===== src/rtl/txstat_collector.sv =====
module txstat_collector #(
  parameter int LEN_W         = 16,
  parameter int MAX_LEN_FIELD = 1500,
  parameter int ADDR_W        = 2,
  parameter int DW            = 32
) (
  input  logic              clk,
  input  logic              rst_n,
  input  logic              frm_done,
  input  logic [LEN_W-1:0]  len_field,
  input  logic [LEN_W-1:0]  data_len,
  input  logic              vlan_pause,
  input  logic              huge_en,
  input  logic              len_chk_en,
  input  logic              pad_en,
  input  logic              crc_en,
  input  logic              ab_oversize,
  input  logic              ab_late,
  input  logic              ab_excol,
  input  logic              ab_exdef,
  input  logic              defer_evt,
  input  logic              grant_evt,
  input  logic              bus_sel,
  input  logic              bus_wr,
  input  logic [ADDR_W-1:0] bus_addr,
  input  logic [DW-1:0]     bus_wdata,
  output logic [DW-1:0]     bus_rdata,
  output logic              irq
);
  localparam int B_CRC = 0;
  localparam int B_MIS = 1;
  localparam int B_RNG = 2;
  localparam int B_DEF = 3;
  localparam int B_XDF = 4;
  localparam int B_XCL = 5;
  localparam int B_LCL = 6;
  localparam int B_ABT = 7;
  localparam int B_GNT = 16;
  localparam logic [DW-1:0] IMPL = (DW'(1) << B_GNT) | DW'(8'hFF);
  localparam logic [ADDR_W-1:0] A_STAT = ADDR_W'(0);
  localparam logic [ADDR_W-1:0] A_MASK = ADDR_W'(1);

  logic [DW-1:0] status_q, mask_q, ev_bits;

  wire len_big  = len_field > LEN_W'(MAX_LEN_FIELD);
  wire rd_stat  = bus_sel & ~bus_wr & (bus_addr == A_STAT);
  wire wr_mask  = bus_sel &  bus_wr & (bus_addr == A_MASK);
  wire chk      = frm_done & len_chk_en;
  wire oversize = frm_done & ab_oversize & ~huge_en;

  always_comb begin
    ev_bits        = '0;
    ev_bits[B_CRC] = frm_done & ~pad_en & ~crc_en;
    ev_bits[B_MIS] = chk & ~len_big & (len_field != data_len);
    ev_bits[B_RNG] = chk & (len_big | vlan_pause);
    ev_bits[B_DEF] = defer_evt;
    ev_bits[B_XDF] = frm_done & ab_exdef;
    ev_bits[B_XCL] = frm_done & ab_excol;
    ev_bits[B_LCL] = frm_done & ab_late;
    ev_bits[B_ABT] = oversize | (frm_done & (ab_late | ab_excol | ab_exdef));
    ev_bits[B_GNT] = grant_evt;
  end

  always_ff @(posedge clk) begin
    if (!rst_n) begin
      status_q  <= '0;
      mask_q    <= '0;
      bus_rdata <= '0;
    end else begin
      status_q <= (rd_stat ? ev_bits : (status_q | ev_bits)) & IMPL;
      if (wr_mask)
        mask_q <= bus_wdata & IMPL;
      if (bus_sel && !bus_wr)
        bus_rdata <= (bus_addr == A_STAT) ? status_q :
                     (bus_addr == A_MASK) ? mask_q : '0;
    end
  end

  assign irq = |(status_q & ~mask_q);
endmodule



===== config.mk =====
export PLATFORM = sky130hd
export DESIGN_NAME = txstat_collector
export DESIGN_NICKNAME = d
export VERILOG_FILES = /design/src/rtl/txstat_collector.sv
export SDC_FILE = /design/constraint.sdc
export NUM_CORES = 1
export LEC_CHECK = 0
export CORE_UTILIZATION = 51
export DETAILED_ROUTE_END_ITERATION = 7
export DONT_BUFFER_PORTS = 1
export PLACE_DENSITY_LB_ADDON = 0.08
export SETUP_SLACK_MARGIN = 0.5
export SLEW_MARGIN = 25
export SYNTH_ARGS = -nofsm -noshare
export SYNTH_HDL_FRONTEND = slang
export SYNTH_SLANG_ARGS = --single-unit

===== constraint.sdc =====
create_clock -name clk -period 1.14 [get_ports clk]
set_input_delay 0 -clock clk [delete_from_list [all_inputs] [get_ports clk]]
set_output_delay 0 -clock clk [all_outputs]
set_load 0.02 [all_outputs]

==> impl_metrics.yaml <==
run_status:
  status: "finished, violations left"
  failed_checks: "design-rule violations, negative hold slack, negative setup slack"
timing:
  setup_tns_ps: -257
  finalClockSkew_ps: 8.04
  rsz0062_at_grt: "yes"
  worst_pin_slew_ps: 610
  layout_min_cycle_time_ps: 1400
  setup_viol_count_final: 1
  finalHoldViolations: 11
  fmax_mhz: 716
  fin_hold_ws_ps: -99.3
  maxSlewViolCount: 0
  fin_ws_ps: -257
  relSlewSlack: 0.591
  fin_crit_sh: 1.23
grt:
  grt_max_degree: 26
  grtUsageMet3: 0.0714
  grt_first_pass_wirelength_um: 5730
  grt_pass1_vias: 1271
  globalRoute.busiestLayer: "met2"
  use_met2: 0.424
  grt_use_met1: 0.267
  grtUsageTotal: 0.232
  grt_overflow: 0
  antenna_found_initial: 0
die:
  die-area_sq_um: 3240
  placementRows: 19
  die_h_um: 56.9
  coreArea_sq_um: 2810
  fp.dieW_um: 56.9
  ios: 115
  start_util: 0.548
finish:
  syn_to_final_growth_pct: 31.4
  antenna_cells: 0
  final_common_cell: "conb_1"
  seq_area_sq_um: 601
  fin_area_sq_um: 2020
  fin_nets: 296
  fill_cells: 206
  final_cell_mix: "conb_1, nor2_1, nand2_1"
  fin_cells: 244
  drive_above_1_share: 0.362
  multi_input_area_sq_um: 1010
placed_design:
  placedInstanceArea_sq_um: 1540
  hpwl_um: 2510
  dp_cells: 214
  io_buffers: 0
  gp_congestion: 0.716
route:
  vias: 1373
  ant_nets: 0
  drt-total-wl_um: 3880
  firstDrtPassIters: 7
  drc_errors: 10
  drt_first_iter_violations: 39
  wl_per_cell_um: 15.9
  routed_via_density: 5.63
synth:
  synth.area.mux_share: 0.0513
  avgSynthCellArea_sq_um: 8.26
  synth_top_family_by_area: "simple AND/OR/NAND/NOR gates"
  synth_flop_cell: "dfxtp_1"
  yosysWarnings: 0
  synthXorXnorAreaFrac: 0.0912
  synth_compound_area_frac: 0.166
  ys_types: 38
  syn_area_sq_um: 1540
  synth-seq-cells: 27
  netlist_instances: 186
  synth_edf_count: 0
  synth_fa_ha_area_frac: 0
  synth-simple-area-share: 0.189
  synthArstFlopShare: 0
  seq_area_frac_synth: 0.352
clocking:
  cts_buffers: 3
  cts_buffer_depth: 2
  clk_latency_ps: 340
  cts_num_sinks: 27
  cts_root_buf: "clkbuf_4"
  htreeDepth: 1
  cts_tree: "done"
  path_clk_slew_ps: 150
setup_path:
  critPathCaptureType: "output pin"
  crit_type: "flop to output pin"
  crit_fanout: 2
  start_kind: "flop"
  critPathArrivalTime_ps: 1400
  cp_data_required_time_ps: 1140
power_and_ir_drop:
  worst_ir_drop_vdd_mv: 0.925
  power.density_nw_per_um2: 906
  power_leakage_nw: 0.781
  finalPower_mw: 1.83
hold_path:
  hp-class: "primary input to flop"
run:
  drv_cap: 0
synth_stat cells, drive strengths merged, types with 4 or more instances:
cell	count	area [sq um]
dfxtp	27	541
buf	25	183
nand2	21	78.8
nor2	18	70.1
xnor2	16	140
a22oi	13	97.6
a21oi	12	60.1
inv	8	30.0
mux2	7	78.8
nand4	5	31.3
clkbuf	4	15.0
cell type report:
cell class                 instances  area share
multi-input combinational        144       0.500
sequential                        27       0.298
timing repair buffer              30       0.154
tap                               31      0.0192
inverter                           8      0.0149
clock buffer                       3      0.0112
clock inverter                     1     0.00372
registers in the layout (all words and copies together), names as in the netlist:
register / flops
bus_rdata: 9
mask_q: 9
status_q: 9
worst paths after layout:
check | depth (start not counted) | from | slack, ps | endpoint
worst min-delay path | 3 | len_field[11] | -100 | status_q[1]$_SDFF_PN0_
worst max register to register | 5 | mask_q[7]$_SDFFE_PN0P_ | 40 | bus_rdata[7]$_SDFFE_PN0P_
worst max-delay path | 4 | mask_q[7]$_SDFFE_PN0P_ | -260 | irq
worst min register to register | 2 | mask_q[16]$_SDFFE_PN0P_ | 490 | mask_q[16]$_SDFFE_PN0P_
report_power, final:
part | internal [mW] | switching (mW)
combinational | 0.200 | 0.204
clock | 0.135 | 0.302
sequential | 0.957 | 0.0316
total | 1.29 | 0.538
per-stage QoR:
step	worst slack, ps	util
3_3_place_gp	20.2	0.548
4_1_cts	-258	0.672
2_1_floorplan	89.3	-
5_1_grt	-354	0.719
3_5_place_dp	36.0	0.548
6_report	-257	0.719
routing by layer:
metal,routed length [um],up-vias
li1,-,659
met1,1460,638
met2,2060,72
met3,342,4
met4,22,0
met5,0,-
repair_timing:
item / in CTS / in global routing
setup buffers: 1 / 5
setup endpoints to repair: 34 / 37
hold endpoints to repair: 27 / 11
pin swaps: 7 / 16
hold buffers: 19 / 1
gates resized for setup: 46 / 25
kinds of logic after synthesis:
family / after synthesis
AOI/OAI and AO/OA: 38
xor gates and xnor gates: 16
buffers and inverters: 37
DFF: 27
muxes: 7
other: 1
and+or+nand+nor: 60
worst max-delay path: stages (launching register included):
cell	delay, ps
dfxtp_2	360
inv_1	40
a222oi_1	340
nand4_1	130
buf_4	190
No activity file was read; power rests on OpenSTA's default activity.
